<file path="src/rtl/rdac_pkg.sv">
// Package: shared field positions, widths and target codes for the read
// address controller. Assumes the 68-bit command word layout below.
package rdac_pkg;

    localparam int CMD_W      = 68;
    localparam int ADDR_W     = 15;
    localparam int LEN_W      = 9;
    localparam int NUM_SSR    = 8;
    localparam int SSR_IDX_W  = $clog2(NUM_SSR);
    localparam int CFG_A_W    = 4;
    localparam int CFG_D_W    = ADDR_W + LEN_W;

    // Field positions inside the command word
    localparam int POS_MODE   = 29;
    localparam int POS_IDX_LO = 26;
    localparam int POS_TGT_LO = 19;
    localparam int POS_ADDR   = 0;
    localparam int OR_BITS    = 2;   // low address bits ORed in indirect mode

    // Side-port address of the burst configuration register
    localparam logic [CFG_A_W-1:0] CFG_BURST = CFG_A_W'(NUM_SSR);

    typedef enum logic [1:0] {
        TGT_DATA = 2'b00,
        TGT_MASK = 2'b01,
        TGT_SRAM = 2'b10,
        TGT_REGS = 2'b11
    } tgt_e;

endpackage

</file>
<file path="src/rtl/rdac_regs.sv">
// Module: rdac_regs
// Holds the stored search-result registers and the burst configuration
// register, loaded through a write-only side port.
// Assumes cfg_addr values above NUM_SSR are unused and ignored.
module rdac_regs
    import rdac_pkg::*;
#(
    parameter int N_SSR = NUM_SSR,
    parameter int AW    = ADDR_W,
    parameter int LW    = LEN_W
) (
    input  logic                 clk,
    input  logic                 rst_n,
    input  logic                 cfg_we,
    input  logic [CFG_A_W-1:0]   cfg_addr,
    input  logic [AW+LW-1:0]     cfg_wdata,
    output logic [N_SSR*AW-1:0]  ssr_flat,
    output logic [AW-1:0]        bst_start,
    output logic [LW-1:0]        bst_len
);

    localparam logic [CFG_A_W-1:0] BURST_SEL = CFG_A_W'(N_SSR);

    genvar g;
    generate
        for (g = 0; g < N_SSR; g++) begin : g_ssr
            logic [AW-1:0] ssr_q;
            // Load one result register when the side port selects it.
            always_ff @(posedge clk) begin
                if (!rst_n) begin
                    ssr_q <= '0;
                end else if (cfg_we && cfg_addr == CFG_A_W'(g)) begin
                    ssr_q <= cfg_wdata[AW-1:0];
                end
            end
            assign ssr_flat[g*AW +: AW] = ssr_q;
        end
    endgenerate

    // Load the burst start address and length from one side-port write.
    always_ff @(posedge clk) begin
        if (!rst_n) begin
            bst_start <= '0;
            bst_len   <= '0;
        end else if (cfg_we && cfg_addr == BURST_SEL) begin
            bst_start <= cfg_wdata[AW-1:0];
            bst_len   <= cfg_wdata[AW +: LW];
        end
    end

endmodule

</file>
<file path="src/rtl/rdac_decode.sv">
// Module: rdac_decode
// Combinational decode of a command word into target code and address.
// Direct mode takes the address field as is. Indirect mode takes a stored
// result register and ORs its low bits with the word's low bits.
// Assumes reserved word bits are dropped here and nowhere used.
module rdac_decode
    import rdac_pkg::*;
#(
    parameter int N_SSR = NUM_SSR,
    parameter int AW    = ADDR_W
) (
    input  logic [CMD_W-1:0]     word,
    input  logic [N_SSR*AW-1:0]  ssr_flat,
    output tgt_e                 dec_tgt,
    output logic [AW-1:0]        dec_addr
);

    localparam int IW = $clog2(N_SSR);

    logic          indirect;
    logic [IW-1:0] sel;
    logic [AW-1:0] sel_ssr;
    logic [AW-1:0] direct_addr;

    assign indirect    = word[POS_MODE];
    assign sel         = word[POS_IDX_LO +: IW];
    assign direct_addr = word[POS_ADDR +: AW];

    // Pick the selected search-result register.
    always_comb begin
        sel_ssr = '0;
        for (int i = 0; i < N_SSR; i++) begin
            if (sel == IW'(i)) sel_ssr = ssr_flat[i*AW +: AW];
        end
    end

    // Form the address in direct or indirect mode and pass the target code.
    always_comb begin
        dec_tgt = tgt_e'(word[POS_TGT_LO +: 2]);
        if (indirect) begin
            dec_addr = {sel_ssr[AW-1:OR_BITS],
                        sel_ssr[OR_BITS-1:0] | direct_addr[OR_BITS-1:0]};
        end else begin
            dec_addr = direct_addr;
        end
    end

    // Reserved fields and the unused address bits in indirect mode.
    logic unused_rsvd;
    assign unused_rsvd = ^{word[CMD_W-1:POS_MODE+1],
                           word[POS_IDX_LO-1:POS_TGT_LO+2],
                           word[POS_TGT_LO-1:AW]};

endmodule

</file>
<file path="src/rtl/rdac_seq.sv">
// Module: rdac_seq
// Access sequencer: accepts a decoded command when idle, issues a single
// access or a run of burst accesses, and raises busy while more are due.
// Assumes decoded inputs are valid in the cycle cmd_vld is high.
module rdac_seq
    import rdac_pkg::*;
#(
    parameter int AW = ADDR_W,
    parameter int LW = LEN_W
) (
    input  logic          clk,
    input  logic          rst_n,
    input  logic          cmd_vld,
    input  logic          cmd_burst,
    input  tgt_e          dec_tgt,
    input  logic [AW-1:0] dec_addr,
    input  logic [AW-1:0] bst_start,
    input  logic [LW-1:0] bst_len,
    output logic          acc_vld,
    output tgt_e          acc_tgt,
    output logic [AW-1:0] acc_addr,
    output logic          busy,
    output logic          burst_err
);

    logic [LW-1:0] remain;
    logic          accept;
    logic          array_tgt;

    assign accept    = cmd_vld && !busy;
    assign array_tgt = (dec_tgt == TGT_DATA) || (dec_tgt == TGT_MASK);

    // Issue accesses: continue a burst, start a new command, or go quiet.
    always_ff @(posedge clk) begin
        if (!rst_n) begin
            acc_vld   <= 1'b0;
            acc_tgt   <= TGT_DATA;
            acc_addr  <= '0;
            busy      <= 1'b0;
            burst_err <= 1'b0;
            remain    <= '0;
        end else if (busy) begin
            acc_vld   <= 1'b1;
            acc_addr  <= acc_addr + 1'b1;
            remain    <= remain - 1'b1;
            busy      <= (remain != LW'(1));
            burst_err <= 1'b0;
        end else if (accept && cmd_burst && array_tgt) begin
            acc_tgt   <= dec_tgt;
            acc_addr  <= bst_start;
            burst_err <= 1'b0;
            if (bst_len == '0) begin
                acc_vld <= 1'b0;
                busy    <= 1'b0;
                remain  <= '0;
            end else begin
                acc_vld <= 1'b1;
                remain  <= bst_len - 1'b1;
                busy    <= (bst_len != LW'(1));
            end
        end else if (accept) begin
            acc_vld   <= 1'b1;
            acc_tgt   <= dec_tgt;
            acc_addr  <= dec_addr;
            burst_err <= cmd_burst;
            busy      <= 1'b0;
        end else begin
            acc_vld   <= 1'b0;
            burst_err <= 1'b0;
        end
    end

    AST_BURST_STEP: assert property (@(posedge clk) disable iff (!rst_n)
        busy |=> acc_vld && acc_addr == AW'($past(acc_addr) + 1'b1));
    AST_BURST_ARRAY: assert property (@(posedge clk) disable iff (!rst_n)
        busy |-> acc_vld && (acc_tgt == TGT_DATA || acc_tgt == TGT_MASK));
    AST_ERR_ONLY_DEMOTED: assert property (@(posedge clk) disable iff (!rst_n)
        burst_err |-> acc_vld && !busy && (acc_tgt == TGT_SRAM || acc_tgt == TGT_REGS));
    AST_BUSY_HOLDS_TGT: assert property (@(posedge clk) disable iff (!rst_n)
        busy |=> $stable(acc_tgt) && !burst_err);
    AST_IDLE_QUIET: assert property (@(posedge clk) disable iff (!rst_n)
        (!busy && !cmd_vld) |=> !acc_vld && !burst_err);

endmodule

</file>
<file path="src/rtl/rd_addr_ctrl.sv">
// Module: rd_addr_ctrl
// Top of the read address controller: side-port register file, command
// decoder and access sequencer.
// Assumes the caller holds cmd_word stable only in the cycle of cmd_vld.
module rd_addr_ctrl
    import rdac_pkg::*;
#(
    parameter int N_SSR = NUM_SSR,
    parameter int AW    = ADDR_W,
    parameter int LW    = LEN_W
) (
    input  logic                 clk,
    input  logic                 rst_n,
    input  logic                 cmd_vld,
    input  logic                 cmd_burst,
    input  logic [CMD_W-1:0]     cmd_word,
    input  logic                 cfg_we,
    input  logic [CFG_A_W-1:0]   cfg_addr,
    input  logic [AW+LW-1:0]     cfg_wdata,
    output logic                 acc_vld,
    output logic [1:0]           acc_tgt,
    output logic [AW-1:0]        acc_addr,
    output logic                 busy,
    output logic                 burst_err
);

    logic [N_SSR*AW-1:0] ssr_flat;
    logic [AW-1:0]       bst_start;
    logic [LW-1:0]       bst_len;
    tgt_e                dec_tgt;
    logic [AW-1:0]       dec_addr;
    tgt_e                seq_tgt;

    rdac_regs #(.N_SSR(N_SSR), .AW(AW), .LW(LW)) u_regs (
        .clk       (clk),
        .rst_n     (rst_n),
        .cfg_we    (cfg_we),
        .cfg_addr  (cfg_addr),
        .cfg_wdata (cfg_wdata),
        .ssr_flat  (ssr_flat),
        .bst_start (bst_start),
        .bst_len   (bst_len)
    );

    rdac_decode #(.N_SSR(N_SSR), .AW(AW)) u_dec (
        .word     (cmd_word),
        .ssr_flat (ssr_flat),
        .dec_tgt  (dec_tgt),
        .dec_addr (dec_addr)
    );

    rdac_seq #(.AW(AW), .LW(LW)) u_seq (
        .clk       (clk),
        .rst_n     (rst_n),
        .cmd_vld   (cmd_vld),
        .cmd_burst (cmd_burst),
        .dec_tgt   (dec_tgt),
        .dec_addr  (dec_addr),
        .bst_start (bst_start),
        .bst_len   (bst_len),
        .acc_vld   (acc_vld),
        .acc_tgt   (seq_tgt),
        .acc_addr  (acc_addr),
        .busy      (busy),
        .burst_err (burst_err)
    );

    assign acc_tgt = seq_tgt;

endmodule

</file>
<file path="config.mk">
export PLATFORM = sky130hd
export DESIGN_NAME = rd_addr_ctrl
export DESIGN_NICKNAME = d
export VERILOG_FILES = /design/src/rtl/rdac_pkg.sv /design/src/rtl/rdac_regs.sv /design/src/rtl/rdac_decode.sv /design/src/rtl/rdac_seq.sv /design/src/rtl/rd_addr_ctrl.sv
export SDC_FILE = /design/constraint.sdc
export NUM_CORES = 1
export LEC_CHECK = 0
export BUFFER_PORTS_ARGS = -buffer_cell sky130_fd_sc_hd__buf_2
export CAP_MARGIN = 20
export CELL_PAD_IN_SITES_DETAIL_PLACEMENT = 0
export CELL_PAD_IN_SITES_GLOBAL_PLACEMENT = 1
export CORE_ASPECT_RATIO = 0.6
export CORE_UTILIZATION = 43
export DETAILED_ROUTE_END_ITERATION = 6
export PLACE_DENSITY = 0.83
export SLEW_MARGIN = 20
export SYNTH_ARGS = -nofsm -noshare
export SYNTH_HDL_FRONTEND = slang
export SYNTH_SLANG_ARGS = --single-unit
</file>
<file path="constraint.sdc">
create_clock -name clk -period 2.15 [get_ports clk]
set_input_delay 0.1075 -clock clk [delete_from_list [all_inputs] [get_ports clk]]
set_output_delay 0.1075 -clock clk [all_outputs]
set_load 0.05 [all_outputs]
</file>
# Word level (Yosys, flattened, before mapping)
# Index checks and enable logic that the tools add are counted.
[word_totals]
reg_bits = 173
in_bits = 101
[op_classes]
bitwise = 4
eq_ne = 18
add_sub_neg = 3
mux = 24
reduce_logical = 23
[ops]
columns = ["operator", "count"]
rows = [
  ["15-bit 2-to-1 mux", 12],
  ["9-bit 2-to-1 mux", 3],
  ["9-bit by 1-bit inequality test with 1-bit output (second input constant)", 2],
  ["9-bit by 1-bit subtractor with 9-bit output (second input constant)", 2],
  ["4-bit by 3-bit == test with 1-bit output (second input constant)", 4],
  ["15-bit by 1-bit adder with 15-bit output (second input constant)", 1],
  ["3-bit == test (second input constant)", 4],
  ["1-bit logical AND", 12],
  ["9-bit zero test", 1],
  ["4-bit by 2-bit == test with 1-bit output (second input constant)", 2],
  ["1-bit 2-to-1 mux", 7],
  ["3-bit by 2-bit == test with 1-bit output (second input constant)", 2],
  ["4-bit by 1-bit == test with 1-bit output (second input constant)", 1],
  ["4-bit == test (second input constant)", 1],
  ["4-bit zero test", 1],
  ["2-bit 2-to-1 mux", 2],
  ["2-bit nonzero test", 2],
  ["4-bit OR reduction", 1],
  ["3-bit by 1-bit == test with 1-bit output (second input constant)", 1],
  ["3-bit zero test", 1],
  ["1-bit NOT", 3],
  ["3-bit nonzero test", 1],
  ["2-bit by 1-bit == test with 1-bit output (second input constant)", 1],
  ["2-bit zero test", 1],
  ["other kinds (4)", 4],
]

# Depth between registers and ports, before layout
[depth]
depth_word = 14
ltp_mapped = 8
depth_no_buf = 7

# Cells and area by module
# A second synthesis with hierarchy kept.
[hier_totals]
hier_cells = 943
area_unflattened_um2 = 8560.7
[modules_own_cells]
columns = ["module", "n_inst", "area_per_inst_um2", "cells_per_inst", "seq_area_each_um2"]
rows = [
  ["rdac_regs", 1, 5272.6, 505, 2882.8],
  ["rdac_seq", 1, 1955.6, 255, 580.6],
  ["rdac_decode", 1, 1332.5, 183, 0.0],
]

# Worst setup path before layout
# Ideal clock, no wire load.
[synth_timing]
path_kind = "reg-to-reg"
start = "register u_seq.acc_addr[0]"
end = "register u_seq.acc_addr[12]"
path_buffers = 0
stages_incl_launch_ff = 7
arrival_time_ps = 1889
period_less_slack_ps = 1965
path_slack_ps = 185
path_cell_list = "dfxtp_1 ha_1 nand4_1 nor2_1 nand3_1 mux2_1 o22ai_1"
[synth_between]
elab_chain_cells = 2
[synth_lines]
columns = ["element", "line", "source"]
rows = [
  ["start, declared", "rdac_seq.sv:21", "output logic [AW-1:0] acc_addr,"],
  ["start signal, assigned", "rdac_seq.sv:44", "acc_addr <= acc_addr + 1'b1;"],
  ["start signal, assigned", "rdac_seq.sv:50", "acc_addr <= bst_start;"],
  ["start signal, assigned", "rdac_seq.sv:64", "acc_addr <= dec_addr;"],
  ["15-bit by 1-bit adder with 15-bit output", "rdac_seq.sv:44", ""],
  ["15-bit 2-to-1 mux", "rdac_seq.sv:42", "end else if (busy) begin"],
]
# No other way between the ends.
# A chain may end at the register's enable or synchronous reset.

# Worst setup path after layout
[layout_timing]
start = "register u_regs.bst_len[1]"
end = "register u_seq.remain[6]"
[layout_between]
elab_chain_cells = 4
word_cells_on_any_way = 5
cone_classes = "add/sub (1); mux (3); reduce/logical (1)"
[layout_lines]
columns = ["element", "line", "source"]
rows = [
  ["start, declared", "rdac_regs.sv:19", "output logic [LW-1:0] bst_len"],
  ["start signal, assigned", "rdac_regs.sv:47", "bst_len <= cfg_wdata[AW +: LW];"],
  ["9-bit by 1-bit subtractor with 9-bit output or 9-bit zero test (tied branches)", "rdac_seq.sv:58, rdac_seq.sv:52", ""],
  ["9-bit 2-to-1 mux *", "rdac_seq.sv:52", "if (bst_len == '0) begin"],
  ["9-bit 2-to-1 mux *", "rdac_seq.sv:48", "end else if (accept && cmd_burst && array_tgt) begin"],
  ["9-bit 2-to-1 mux *", "rdac_seq.sv:42", ""],
  ["end signal, assigned", "rdac_seq.sv:45", "remain <= remain - 1'b1;"],
  ["end signal, assigned", "rdac_seq.sv:58", "remain <= bst_len - 1'b1;"],
  ["end, declared", "rdac_seq.sv:26", "logic [LW-1:0] remain;"],
]
# Mark *: on every way between the ends. The rest lies on a longest branch, timed or not. The select of a mux whose other input is x is not followed.

==> metrics.cfg <==
[outcome]
status=finished, final reports clean

[die]
die-area_um2=20100
placementRows=39
io-pin-count=121
initial_core_util=0.439
die-width_um=182
die_h_um=110
core_area_um2=19100

[sta]
tns_ns=0
hold_viol=0
whs_ns=0.0107
setup_viol=0
finalCritPeriodShare=0.896
rsz0062_at_grt=no
fin_skew_ns=0.0163
slew_viol_final=0
min_period_ns=1.93
tightest_slew_ns=0.781
max_freq_mhz=519
slew-limit-headroom=0.479

[pwr]
clockPowerShare=0.443
peakVddDrop_uv=574
switching_share=0.258
p_leak_nw=3.97
internal_power_mw=5.57
pwr-share-comb=0.112
p_sw_mw=1.94
power_density_nw_per_um2=763
p_seq_frac=0.445

[cells_and_area]
syn_to_final_growth_pct=17.3
nNetsFinal=1142
drive_above_1_share=0.165
diodes=0

[clock_tree]
clk_pin_slew_ns=0.07
h-tree-depth=4
postCtsSetupRepairBufs=0
cts_max_path_buffers=2
clk_latency_ns=0.43
cts_buffers=17
clock_sinks=173
ctsRootBufferMaster=clkbuf_16
cts_tree=built

[global_route]
grt_pass1_wl_um=38900
grt_pass1_vias=6629
grt_overflow=0
grt_max_degree=125
gr-usage-all-layers=0.257
antenna_found_initial=0

[job]
maxCapViolCount=0

[worst_setup_path]
worstPathArrival_ns=2.29
path_class=reg2reg
cp-start-kind=flip-flop
worst-path-max-fanout=7
endpoint_kind=flip-flop
required_ns=2.51

[placed_design]
dp_hpwl_um=17500
port_buffers=73
place_congestion=0.880

[synthesis]
yosys-top-cells-area=dfxtp_1 (41%), mux2i_1 (14%), nor2_1 (6.4%)
synthArstFlopShare=0
synth_area_leader_cell=dfxtp_1
netlist_instances=973
ys.flop_type=dfxtp_1
ys_ff_latch=173
syn-num-nets=1079
syn_area_um2=8380
synth_enable_flop_cells=0
ys_warn_count=0
netlist.area_leader.share=0.413
avgSynthCellArea_um2=8.62
yosysUniqueCellTypes=67
yosysSeqAreaShare=0.413

[min_path]
holdCritPathClass=in2reg

[routing]
num_vias=7471
wl_per_cell_um=19.4
vias_per_cell=5.69
ant_nets=0
wl_um=25500
dr.pass1.iters=7
drc_errors=0
drtIter0Drc=835

-- state kept, by name (all words and copies together) (netlist names) --
signal and flops:
u_seq.acc_addr 15, u_seq.busy 1, u_regs.bst_len 9, u_seq.burst_err 1, u_seq.acc_vld 1, u_regs.g_ssr.ssr_q 120, u_seq.acc_tgt 2, u_seq.remain 9
u_regs.bst_start 15
-- final cells by class --
cell class                      count  area (um^2)
Clock buffer                       20          457
Clock inverter                     10          164
Fill cell                        1796         9250
Inverter                           12         47.5
Multi-Input combinational cell    703         4540
Sequential cell                   173         3460
Tap cell                          266          333
Timing Repair Buffer              129          833
-- stage by stage --
stage | cells | power (mW) | worst slack, ns | area [um^2] | util
after CTS | 1313 | 7.51 | 0.159 | 9830 | 0.515
after global placement | 1269 | 4.20 | 0.214 | 9070 | 0.475
after global routing | 1313 | 7.74 | 0.0617 | 9830 | 0.515
after detailed placement | 1269 | 4.21 | 0.178 | 9070 | 0.475
after floorplan | 973 | 3.94 | 0.185 | 8380 | -
final | 1313 | 7.51 | 0.224 | 9830 | 0.515
-- Yosys cell counts (all sizes together) (2+ instances only) --
| master | instances |
|---|---|
| a211o | 2 |
| a211oi | 4 |
| a21o | 5 |
| a21oi | 85 |
| a221o | 2 |
| a221oi | 8 |
| a22oi | 4 |
| a311o | 2 |
| a311oi | 2 |
| a31oi | 8 |
| and2 | 3 |
| and3 | 6 |
| and4 | 2 |
| buf | 21 |
| clkbuf | 64 |
| dfxtp | 173 |
| ha | 5 |
| inv | 11 |
| mux2 | 13 |
| mux2i | 121 |
| mux4 | 10 |
| nand2 | 117 |
| nand2b | 9 |
| nand3 | 13 |
| nand3b | 8 |
| nand4 | 6 |
| nor2 | 142 |
| nor2b | 12 |
| nor3 | 11 |
| nor3b | 3 |
| nor4 | 3 |
| o211ai | 7 |
| o21a | 3 |
| o21ai | 23 |
| o221a | 4 |
| o221ai | 10 |
| o22ai | 8 |
| o2bb2ai | 2 |
| o31a | 2 |
| o31ai | 4 |
| or2 | 5 |
| or3 | 8 |
| xnor2 | 6 |
| xor2 | 2 |
-- per-layer routing --
metal | routed length [um] | GRT usage
met1 | 13000 | 0.405
met2 | 9890 | 0.341
met3 | 2430 | 0.0644
met4 | 147 | 0.0516
met5 | 0 | 0
-- power groups by stage --
stage / combinational (mW) / clock (mW) / sequential [mW]
3_3_place_gp: 0.797 / 0 / 3.41
3_5_place_dp: 0.801 / 0 / 3.41
2_1_floorplan: 0.459 / 0 / 3.48
6_report: 0.839 / 3.33 / 3.34
4_1_cts: 0.825 / 3.34 / 3.34
5_1_grt: 0.904 / 3.48 / 3.35
-- critical path, cell delays in order, from the launching register on --
cell	delay [ns]
dfxtp_1	0.34
inv_1	0.08
ha_1	0.18
or4b_4	0.51
or3_1	0.38
a21oi_1	0.14
a31oi_1	0.07
nor3_2	0.15
-- placed cells by master, fill, tap and decap left out, types with 5 or more instances in the layout --
| cell | count |
|---|---|
| dfxtp_1 | 173 |
| mux2_1 | 8 |
| xnor2_1 | 6 |
| a21oi_1 | 85 |
| a21o_1 | 5 |
| nand3b_1 | 8 |
| a31oi_1 | 8 |
| nand4_1 | 6 |
| buf_2 | 73 |
| nand3_1 | 13 |
| clkbuf_16 | 17 |
| nor2b_1 | 12 |
| nor3_1 | 9 |
| mux2_2 | 5 |
| mux4_2 | 10 |
| nand2b_1 | 8 |
| and3_1 | 6 |
| nand2_1 | 117 |
| o221ai_1 | 10 |
| inv_1 | 8 |
| o21ai_0 | 19 |
| or3_1 | 8 |
| dlygate4sd3_1 | 14 |
| o211ai_1 | 7 |
| mux2i_1 | 121 |
| a221oi_1 | 8 |
| o22ai_1 | 8 |
| nor2_1 | 141 |
| buf_4 | 41 |
| ha_1 | 5 |
-- cells by family (layout without fill, tap and decap cells) --
logic type      after synthesis  in the layout  synth area share
mux                         144            144             0.189
xor+xnor                      8              8           0.00836
flops                       173            173             0.413
compound gates              193            193             0.147
simple gates                353            353             0.187
buf+inv                      97            171            0.0482
fa+ha+maj                     5              5           0.00746
-- final timing paths --
| path | startpoint | to | slack, ns | depth (start not counted) |
|---|---|---|---|---|
| setup / recovery | u_regs.bst_len[1] | u_seq.remain[6] | 0.22 | 7 |
| hold / removal | cfg_wdata[2] | u_regs.g_ssr[4].ssr_q[2] | 0.01 | 3 |
| setup reg to reg | u_regs.bst_len[1] | u_seq.remain[6] | 0.22 | 7 |
| hold reg to reg | u_regs.bst_start[4] | u_regs.bst_start[4] | 0.46 | 2 |
-- timing repair --
item / CTS / global route
gates resized for setup: 0 / 1
endpoints found under the setup margin: 0 / 1
hold endpoints to repair: 14 / 0
hold buffers: 14 / 0
(Power assumes the default switching activity.)
